**src/rtl/ddr_reasm_pkg.sv**
```systemverilog
`timescale 1ns/1ps
package ddr_reasm_pkg;

  typedef enum logic [1:0] {
    MODE_BIT  = 2'd0,
    MODE_WORD = 2'd1,
    MODE_DUAL = 2'd2,
    MODE_RSVD = 2'd3
  } ddr_mode_e;

  function automatic logic is_bit_mode(input ddr_mode_e m);
    return (m == MODE_BIT) || (m == MODE_RSVD);
  endfunction

endpackage

```
**src/rtl/ddr_edge_capture.sv**
```systemverilog
`timescale 1ns/1ps
// Rising- and falling-edge lane registers, each with a seen flag since reset.
module ddr_edge_capture #(
  parameter int W = 14
) (
  input  logic         clk_i,
  input  logic         rst_ni,
  input  logic [W-1:0] d_i,
  output logic [W-1:0] rise_o,
  output logic [W-1:0] fall_o,
  output logic         rise_seen_o,
  output logic         fall_seen_o
);

  always_ff @(posedge clk_i or negedge rst_ni) begin
    if (!rst_ni) begin
      rise_o      <= '0;
      rise_seen_o <= 1'b0;
    end else begin
      rise_o      <= d_i;
      rise_seen_o <= 1'b1;
    end
  end

  always_ff @(negedge clk_i or negedge rst_ni) begin
    if (!rst_ni) begin
      fall_o      <= '0;
      fall_seen_o <= 1'b0;
    end else begin
      fall_o      <= d_i;
      fall_seen_o <= 1'b1;
    end
  end

endmodule

```
**src/rtl/bit_pair_unpack.sv**
```systemverilog
`timescale 1ns/1ps
// Lane k: rising value -> bit 2k+1, falling value -> bit 2k; upper bits zero.
module bit_pair_unpack #(
  parameter int PAIRS = 8,
  parameter int OUT_W = 16
) (
  input  logic [PAIRS-1:0] rise_i,
  input  logic [PAIRS-1:0] fall_i,
  output logic [OUT_W-1:0] word_o
);

  localparam int USED = 2 * PAIRS;

  logic [USED-1:0] packed_w;

  for (genvar k = 0; k < PAIRS; k++) begin : g_pair
    assign packed_w[2*k+1] = rise_i[k];
    assign packed_w[2*k]   = fall_i[k];
  end

  if (USED < OUT_W) begin : g_pad
    assign word_o = {{(OUT_W-USED){1'b0}}, packed_w};
  end else begin : g_full
    assign word_o = packed_w[OUT_W-1:0];
  end

endmodule

```
**src/rtl/lane_word_fill.sv**
```systemverilog
`timescale 1ns/1ps
// Whole-word lanes to output width with zero fill above the resolution.
module lane_word_fill #(
  parameter int RES   = 14,
  parameter int OUT_W = 16
) (
  input  logic [RES-1:0]   lanes_i,
  output logic [OUT_W-1:0] word_o
);

  if (RES < OUT_W) begin : g_pad
    assign word_o = {{(OUT_W-RES){1'b0}}, lanes_i};
  end else begin : g_full
    assign word_o = lanes_i[OUT_W-1:0];
  end

endmodule

```
**src/rtl/ddr_sample_reassembler.sv**
```systemverilog
`timescale 1ns/1ps
module ddr_sample_reassembler
  import ddr_reasm_pkg::*;
#(
  parameter int LANES    = 14,
  parameter int OUT_W    = 16,
  parameter int BIT_RES  = 16,
  parameter int WORD_RES = 14,
  parameter int DUAL_RES = 14
) (
  input  logic             clk_i,
  input  logic             rst_ni,
  input  logic [1:0]       mode_i,
  input  logic [LANES-1:0] lane_i,
  output logic [OUT_W-1:0] smp0_o,
  output logic             smp0_vld_o,
  output logic [OUT_W-1:0] smp1_o,
  output logic             smp1_vld_o
);

  localparam int BIT_LANES  = BIT_RES / 2;
  localparam int DUAL_LANES = DUAL_RES / 2;

  logic [LANES-1:0] cap_rise, cap_fall;
  logic             rise_seen, fall_seen;
  logic             pair_ok;
  ddr_mode_e        mode_q;

  logic [OUT_W-1:0] bit_word, word_early, word_late, dual_a, dual_b;
  logic [OUT_W-1:0] nxt0, nxt1;
  logic             nxt_v0, nxt_v1;

  ddr_edge_capture #(.W(LANES)) u_cap (
    .clk_i       (clk_i),
    .rst_ni      (rst_ni),
    .d_i         (lane_i),
    .rise_o      (cap_rise),
    .fall_o      (cap_fall),
    .rise_seen_o (rise_seen),
    .fall_seen_o (fall_seen)
  );

  bit_pair_unpack #(.PAIRS(BIT_LANES), .OUT_W(OUT_W)) u_bit (
    .rise_i (cap_rise[BIT_LANES-1:0]),
    .fall_i (cap_fall[BIT_LANES-1:0]),
    .word_o (bit_word)
  );

  lane_word_fill #(.RES(WORD_RES), .OUT_W(OUT_W)) u_early (
    .lanes_i (cap_rise[WORD_RES-1:0]),
    .word_o  (word_early)
  );

  lane_word_fill #(.RES(WORD_RES), .OUT_W(OUT_W)) u_late (
    .lanes_i (cap_fall[WORD_RES-1:0]),
    .word_o  (word_late)
  );

  bit_pair_unpack #(.PAIRS(DUAL_LANES), .OUT_W(OUT_W)) u_dual_a (
    .rise_i (cap_rise[DUAL_LANES-1:0]),
    .fall_i (cap_fall[DUAL_LANES-1:0]),
    .word_o (dual_a)
  );

  bit_pair_unpack #(.PAIRS(DUAL_LANES), .OUT_W(OUT_W)) u_dual_b (
    .rise_i (cap_rise[2*DUAL_LANES-1:DUAL_LANES]),
    .fall_i (cap_fall[2*DUAL_LANES-1:DUAL_LANES]),
    .word_o (dual_b)
  );

  // A pair is complete once a rising capture and the falling one after it exist.
  assign pair_ok = rise_seen & fall_seen;

  always_ff @(posedge clk_i or negedge rst_ni) begin
    if (!rst_ni) mode_q <= MODE_BIT;
    else         mode_q <= ddr_mode_e'(mode_i);
  end

  always_comb begin
    nxt0   = '0;
    nxt1   = '0;
    nxt_v0 = 1'b0;
    nxt_v1 = 1'b0;
    if (pair_ok) begin
      unique case (mode_q)
        MODE_WORD: begin
          nxt0 = word_early; nxt1 = word_late;
          nxt_v0 = 1'b1;     nxt_v1 = 1'b1;
        end
        MODE_DUAL: begin
          nxt0 = dual_a;     nxt1 = dual_b;
          nxt_v0 = 1'b1;     nxt_v1 = 1'b1;
        end
        default: begin
          nxt0 = bit_word;
          nxt_v0 = 1'b1;
        end
      endcase
    end
  end

  always_ff @(posedge clk_i or negedge rst_ni) begin
    if (!rst_ni) begin
      smp0_o     <= '0;
      smp1_o     <= '0;
      smp0_vld_o <= 1'b0;
      smp1_vld_o <= 1'b0;
    end else begin
      smp0_o     <= nxt0;
      smp1_o     <= nxt1;
      smp0_vld_o <= nxt_v0;
      smp1_vld_o <= nxt_v1;
    end
  end

  AST_SLOT1_NEEDS_SLOT0: assert property (@(posedge clk_i) disable iff (!rst_ni)
    smp1_vld_o |-> smp0_vld_o);

  AST_BIT_SLOT1_IDLE: assert property (@(posedge clk_i) disable iff (!rst_ni)
    (smp0_vld_o && is_bit_mode(mode_q)) |-> !smp1_vld_o);

  AST_VALID_HOLD: assert property (@(posedge clk_i) disable iff (!rst_ni)
    $past(smp0_vld_o) |-> smp0_vld_o);

  AST_IDLE0_ZERO: assert property (@(posedge clk_i) disable iff (!rst_ni)
    !smp0_vld_o |-> (smp0_o == '0));

  AST_IDLE1_ZERO: assert property (@(posedge clk_i) disable iff (!rst_ni)
    !smp1_vld_o |-> (smp1_o == '0));

  AST_BIT_LANE0_MAP: assert property (@(posedge clk_i) disable iff (!rst_ni)
    (pair_ok && is_bit_mode(mode_q)) |=>
      (smp0_o[1] == $past(cap_rise[0])) && (smp0_o[0] == $past(cap_fall[0])));

  if (WORD_RES < OUT_W) begin : g_fill_chk
    AST_WORD_ZERO_FILL: assert property (@(posedge clk_i) disable iff (!rst_ni)
      (smp0_vld_o && mode_q == MODE_WORD) |->
        (smp0_o[OUT_W-1:WORD_RES] == '0) && (smp1_o[OUT_W-1:WORD_RES] == '0));
  end

endmodule

```
**config.mk**
```make
export PLATFORM = sky130hd
export DESIGN_NAME = ddr_sample_reassembler
export DESIGN_NICKNAME = d
export VERILOG_FILES = /design/src/rtl/ddr_reasm_pkg.sv /design/src/rtl/ddr_edge_capture.sv /design/src/rtl/bit_pair_unpack.sv /design/src/rtl/lane_word_fill.sv /design/src/rtl/ddr_sample_reassembler.sv
export SDC_FILE = /design/constraint.sdc
export NUM_CORES = 1
export LEC_CHECK = 0
export ABC_AREA = 1
export BUFFER_PORTS_ARGS = -buffer_cell sky130_fd_sc_hd__buf_4
export CORE_MARGIN = 8
export CORE_UTILIZATION = 50
export CTS_BUF_LIST = sky130_fd_sc_hd__clkbuf_16
export CTS_CLUSTER_DIAMETER = 30
export DETAILED_ROUTE_END_ITERATION = 6
export GPL_TIMING_DRIVEN = 1
export PLACE_DENSITY_LB_ADDON = 0.2
export SLEW_MARGIN = 25
export SYNTH_ARGS = -nofsm -noshare
export SYNTH_HDL_FRONTEND = slang
export SYNTH_SLANG_ARGS = --single-unit
```
**constraint.sdc**
```tcl
create_clock -name clk_i -period 1.5 [get_ports clk_i]
set_input_delay 0.075 -clock clk_i [delete_from_list [all_inputs] [get_ports clk_i]]
set_output_delay 0.075 -clock clk_i [all_outputs]
set_load 0.02 [all_outputs]
```
==> Yosys cells after proc, flatten, opt, wreduce, memory -nomap -nowiden <==
Cells that the tools add are included.
W data, S select, Z words.
{ "totals": {"reg_bits": 66, "input_bits": 18, "output_inout_bits": 34, "elab_cells": 20} }
{ "classes": {"n_eq_ne": 2, "muxes": 7, "n_bitwise": 1, "reduce_logical": 1} }
{ "ops": {"columns": ["cell", "count"], "rows": [
  ["$mux W16", 2],
  ["$pmux W16 S2", 1],
  ["$pmux W14 S2", 1],
  ["$mux W1", 3],
  ["$eq A2 B1 Y1 const B", 1],
  ["$eq A2 B2 Y1 const B", 1],
  ["$reduce_or A2 Y1", 1],
  ["$and A1 B1 Y1", 1]
]} }

==> Longest topological paths before layout <==
Gate-level depths: netlist (run 1).
{ "depth": {"word_depth": 4, "ltp_mapped": 8, "mapped_depth_nobuf": 6} }

==> Hierarchy <==
Synthesis (run 1) repeated with hierarchy kept, for this count alone.
{ "hier_totals": {"cells_unflattened": 394, "hier_area_um2": 3343.2} }
{ "by_module_without_submodules": {"columns": ["mod", "n_inst", "cells_per_inst", "area_each_um2", "seq_area_each_um2"], "rows": [
  ["ddr_sample_reassembler", 1, 279, 1973.1, 900.9],
  ["ddr_edge_capture", 1, 31, 754.5, 750.7],
  ["bit_pair_unpack at u_dual_a ...", 2, 17, 123.9, 0.0],
  ["lane_word_fill", 2, 17, 123.9, 0.0],
  ["bit_pair_unpack at u_bit", 1, 16, 120.1, 0.0]
]} }

==> impl_metrics.tcl, run 1 <==
set metrics [dict create \
    status "complete, but fails checks" \
    failed_checks "negative setup slack" \
    fin_skew_ns 0.0132 \
    drt_pass1_iterations 4 \
    area_growth_pct 39.2 \
    drive_gt1_share_pct 32.7 \
    slowest_delay_ns 0.42 \
    grt_pass1_wl_um 8180 \
    yosysWarnings 0 \
    cap_violations 0 \
    clock_latency_ns 0.33 \
    syn-cell-area_mm2 0.00231 \
    cpMaxStageDelayCell "dfrtn_1" \
    clockRootBuffer "clkbuf_16" \
    cp_data_arrival_time_ns 1.91 \
    end_kind "register" \
    nets 301 \
    final.fill_count 312 \
    globalplace.congestion 0.764 \
    fin_area_mm2 0.00322 \
    start_util_pct 52.4 \
    crit_type "register to register" \
    port_buffers 49 \
    reg2reg_depth 3 \
    drtAntennaViolNets 0 \
    placed_cell_area_mm2 0.00273 \
    clock_sinks 64 \
    grt_pass1_vias 1714 \
    drc 0 \
    postSynthCellCount 203 \
    drtIter0Drc 68 \
    core-area_mm2 0.00441 \
    vias 1617 \
    io_pins 52 \
    synth_cell_types 19 \
    die_area_mm2 0.00706 \
    tns_ns -4.58 \
    rows 24 \
    ys_ff_latch 64 \
    die_h_um 84.0 \
    setup_slack_ns -0.165 \
    final_common_cell "buf_4" \
    dp_hpwl_um 3170 \
    cts_tree "yes" \
    hold_viol 0 \
    path_max_fanout 4 \
    peakVddDrop_v 0.000871 \
    avgSynthCellArea_um2 11.4 \
    start_kind "register" \
    p_leak_nw 1.72 \
    routed_wl_um 4830 \
    power_w 0.00395 \
    final_cell_mix "57 x buf_4, 56 x nand2_1, 49 x dfrtp_1" \
    routed_via_density 4.81 \
    rsz0062_at_grt "true" \
    report.final.slew_viol_count 0 \
    track_usage_pct 14.7 \
    p_per_area_mw_per_mm2 1230 \
    h-tree-depth 3 \
    cts_buffers 9 \
    die_w_um 84.0 \
    wl_per_cell_um 14.4 \
    grt_max_degree 34 \
    hp-class "input pin to async pin" \
    clkTransAtPathRegs_ns 0.05 \
    ys_seq_area_share_pct 69.3 \
    gr-total-overflow 0 \
    antenna_found_initial 0 \
    finalSetupViolations 32 \
    required_ns 1.74 \
    cp_cell_sequence "nand2_4 -> buf_4 -> a21oi_1" \
    cts_buffer_depth 2 \
    num_antenna_cells 0 \
]
[repair_timing]
action,in CTS,in global routing
hold endpoints to repair,31,0
gates resized for setup,13,5
pin swaps,6,5
setup buffers,0,1
gates cloned,1,0
setup endpoints to repair,32,32
hold buffers,17,0
[worst max-delay path: cells and delay by family, from the launching register on]
family / cells / cell delay [ns]
AND/OR/NAND/NOR: 1 / 0.11
AO/OA/AOI/OAI: 1 / 0.12
flip-flops: 1 / 0.42
buffers and inverters: 1 / 0.17
[power by group]
| part | internal (W) | switching, W |
|---|---|---|
| combinational | 0.000175 | 0.000231 |
| clock | 0.00107 | 0.000634 |
| sequential | 0.00181 | 0.0000346 |
| total | 0.00305 | 0.000900 |
[logic make-up (layout without fill, tap and decap cells)]
logic type	Yosys count	count (layout)	synth area share, %
compound gates	28	28	6.06
fa+ha+maj	2	2	1.08
buf+inv	31	109	8.93
flops	64	64	69.3
other cells	2	4	0.325
simple gates	76	77	14.3
[metal layers]
layer  part of all wire, %  GRT usage, %
met5                     0             0
met4                   2.4          8.48
met3                   6.2          5.18
met2                    51          24.5
met1                    40          15.8
[cells in the mapped netlist]
cell type	n	area (um^2)
nand2_1	58	218
dfrtp_1	49	1230
inv_1	17	63.8
dfrtn_1	15	375
a21oi_1	14	70.1
nand3_1	13	65.1
o21ai_1	9	45.0
buf_6	7	78.8
o21ai_0	5	25.0
buf_4	4	30.0
conb_1	2	7.51
ha_1	2	25.0
nor2_1	2	7.51
buf_12	1	20.0
buf_2	1	5.00
clkinv_4	1	8.76
nand2_4	1	11.3
nand3_2	1	10.0
nor2_8	1	20.0
[registers in the layout, indices dropped and copies added (netlist names)]
name,cells
smp0_o,16
smp1_o,14
u_cap.fall_o,14
u_cap.rise_o,14
mode_q,2
smp0_vld_o,1
smp1_vld_o,1
u_cap.fall_seen_o,1
u_cap.rise_seen_o,1
[area by class of cell]
class | count | area (um^2) | share of cell area [%]
repair buffers | 77 | 658 | 20.5
well taps | 52 | 65.1 | 2.02
inverters | 18 | 72.6 | 2.26
clock buffers | 9 | 225 | 7.00
multi-input cells | 111 | 576 | 17.9
clock inverters | 5 | 20.0 | 0.622
flip-flops and latches | 64 | 1600 | 49.8
[path summary, 6_finish.rpt]
| check | startpoint | end | slack [ns] |
|---|---|---|---|
| max in group asynchronous | rst_ni | u_cap.fall_o[12] | 0.30 |
| min reg2reg | u_cap.rise_o[0] | smp0_o[0] | 0.55 |
| min | rst_ni | u_cap.rise_o[4] | 0.24 |
| max | u_cap.fall_seen_o | smp0_o[2] | -0.17 |
| max reg2reg | u_cap.fall_seen_o | smp0_o[2] | -0.17 |
| min in group clk_i | lane_i[0] | u_cap.rise_o[0] | 0.41 |
[metrics by stage]
step	cells	utilization (%)	setup WS, ns	hold WS [ns]
2_1_floorplan	205	-	-0.137	-0.221
3_3_place_gp	303	61.9	-0.150	0.0349
3_5_place_dp	303	61.9	-0.183	0.0368
4_1_cts	335	72.5	-0.194	0.242
5_1_grt	336	72.9	-0.221	0.270
6_report	336	72.9	-0.165	0.238
No activity file was read; power rests on OpenSTA's default activity.
==> run 2: changes to the inputs <==
--- a/config.mk
+++ b/config.mk
@@ -8,9 +8,10 @@
 export ABC_AREA = 1
 export BUFFER_PORTS_ARGS = -buffer_cell sky130_fd_sc_hd__buf_4
 export CORE_MARGIN = 8
-export CORE_UTILIZATION = 50
+export CORE_UTILIZATION = 30
 export CTS_BUF_LIST = sky130_fd_sc_hd__clkbuf_16
 export CTS_CLUSTER_DIAMETER = 30
+export CTS_CLUSTER_SIZE = 24
 export DETAILED_ROUTE_END_ITERATION = 6
 export GPL_TIMING_DRIVEN = 1
 export PLACE_DENSITY_LB_ADDON = 0.2
==> run 2 against run 1 <==
  * The flow still finishes with violations (negative setup slack)
  * Largest power group is now the clock network
  * Utilization fell by 29 points
  * Sequential share of layout area shrank 2.0 points
  * Sequential cell count unchanged
  * Hold slack worse by 0.0034 ns
  * Die area is 53% higher
  * Clock skew increased by 0.0038 ns
  * Largest cell class unchanged
  * Final cell count grew 15%
  * Critical path type unchanged
==> impl_metrics.tcl, run 2 (synthesis gave the netlist of run 1 again) <==
set metrics [dict create \
    status "complete, but fails checks" \
    failed_checks "negative setup slack" \
    rows 32 \
    drive_gt1_share_pct 33.9 \
    grt_pass1_vias 1773 \
    finalSetupViolations 32 \
    gr-total-overflow 0 \
    num_antenna_cells 0 \
    clock_sinks 64 \
    grt_pass1_wl_um 8710 \
    hold_viol 0 \
    final.fill_count 746 \
    placed_cell_area_mm2 0.00281 \
    area_growth_pct 45.0 \
    nets 301 \
    die_w_um 104 \
    rsz0062_at_grt "true" \
    dp.cells 353 \
    end_kind "register" \
    cts_buffers 9 \
    start_util_pct 30.4 \
    fin_cells 388 \
    routed_wl_um 5010 \
    final_core_util_pct 44.1 \
    peakVddDrop_v 0.000801 \
    fin_area_mm2 0.00335 \
    dp_hpwl_um 3360 \
    cts_buffer_depth 2 \
    hp-class "input pin to async pin" \
    drtAntennaViolNets 0 \
    port_buffers 49 \
    required_ns 1.76 \
    globalplace.congestion 0.678 \
    pre_cts_ws_ns -0.195 \
    routed_via_density 4.07 \
    core-area_mm2 0.00761 \
    final_common_cell "buf_4" \
    setup_slack_ns -0.194 \
    report.final.slew_viol_count 0 \
    cap_violations 0 \
    final_cell_mix "56 x buf_4, 53 x nand2_1, 49 x dfrtp_1" \
    drt_pass1_iterations 2 \
    clockRootBuffer "clkbuf_16" \
    fin_skew_ns 0.0171 \
    h-tree-depth 3 \
    vias 1579 \
    top_register "smp0_o" \
    p_leak_nw 1.73 \
    die_h_um 104 \
    cts_tree "yes" \
    clkTransAtPathRegs_ns 0.05 \
    antenna_found_initial 0 \
    largest_register_ffs 16 \
    cp_data_arrival_time_ns 1.95 \
    drtIter0Drc 55 \
    path_max_fanout 7 \
    tns_ns -5.20 \
    die_area_mm2 0.0108 \
    drc 0 \
    crit_type "register to register" \
    grt_max_degree 35 \
    track_usage_pct 10.2 \
    start_kind "register" \
    p_per_area_mw_per_mm2 1250 \
    clock_latency_ns 0.33 \
    io_pins 52 \
    wl_per_cell_um 12.9 \
]
## run 2: changes by cell type in the layout (fill, tap and decap cells not counted), moves of 2 or more
cell     change
a21oi_2      -4
a21oi_4      +3
inv_1        -2
inv_2        +2
nand2_1      -3
nand2_2      +3
## run 2: worst paths after layout
kind / from / end / slack, ns / depth (start not counted)
min in group clk_i: lane_i[1] / u_cap.rise_o[1] / 0.41 / 2
hold / removal: rst_ni / smp0_o[1] / 0.23 / 2
max in group asynchronous: rst_ni / u_cap.fall_o[11] / 0.30 / 2
setup reg to reg: u_cap.fall_seen_o / smp1_o[9] / -0.19 / 4
setup / recovery: u_cap.fall_seen_o / smp1_o[9] / -0.19 / 4
hold reg to reg: u_cap.rise_o[7] / smp0_o[15] / 0.54 / 2
## run 2: per-layer routing
metal	up-vias	track usage [%]	wire length [um]
met5	-	0	0
met4	0	3.83	71
met3	9	4.40	267
met2	39	15.3	2350
met1	745	12.6	2320
li1	786	-	-
## run 2: through the flow
stage | hold WS (ns) | power [W]
final | 0.235 | 0.00418
after global routing | 0.290 | 0.00435
after CTS | 0.242 | 0.00423
after detailed placement | 0.0475 | 0.00223
after global placement | 0.0539 | 0.00223
after floorplan | -0.221 | 0.00206
## run 2: what timing repair did
action / in CTS / in global routing
gates cloned: 1 / 0
resized for setup: 10 / 14
endpoints found under the setup margin: 32 / 32
pin swaps: 0 / 3
buffers inserted: 0 / 1
hold buffers: 17 / 0
endpoints found under the hold margin: 31 / 0
## run 2: cell type report
class | count | area, um^2 | share of cell area [%]
Clock buffer | 9 | 225 | 6.72
Clock inverter | 7 | 56.3 | 1.68
Inverter | 18 | 72.6 | 2.16
Multi-Input combinational cell | 111 | 599 | 17.9
Sequential cell | 64 | 1600 | 47.8
Tap cell | 102 | 128 | 3.81
Timing Repair Buffer | 77 | 671 | 20.0
## run 2: critical path: stages (launching register included)
cell and delay [ns]:
dfrtn_1 0.42, nand2_4 0.12, nor2_4 0.20, nand2_1 0.07
inv_1 0.05
## run 2: where the power goes
group	switching, W	internal [W]
clock	0.000669	0.00125
combinational	0.000237	0.000179
sequential	0.0000343	0.00181
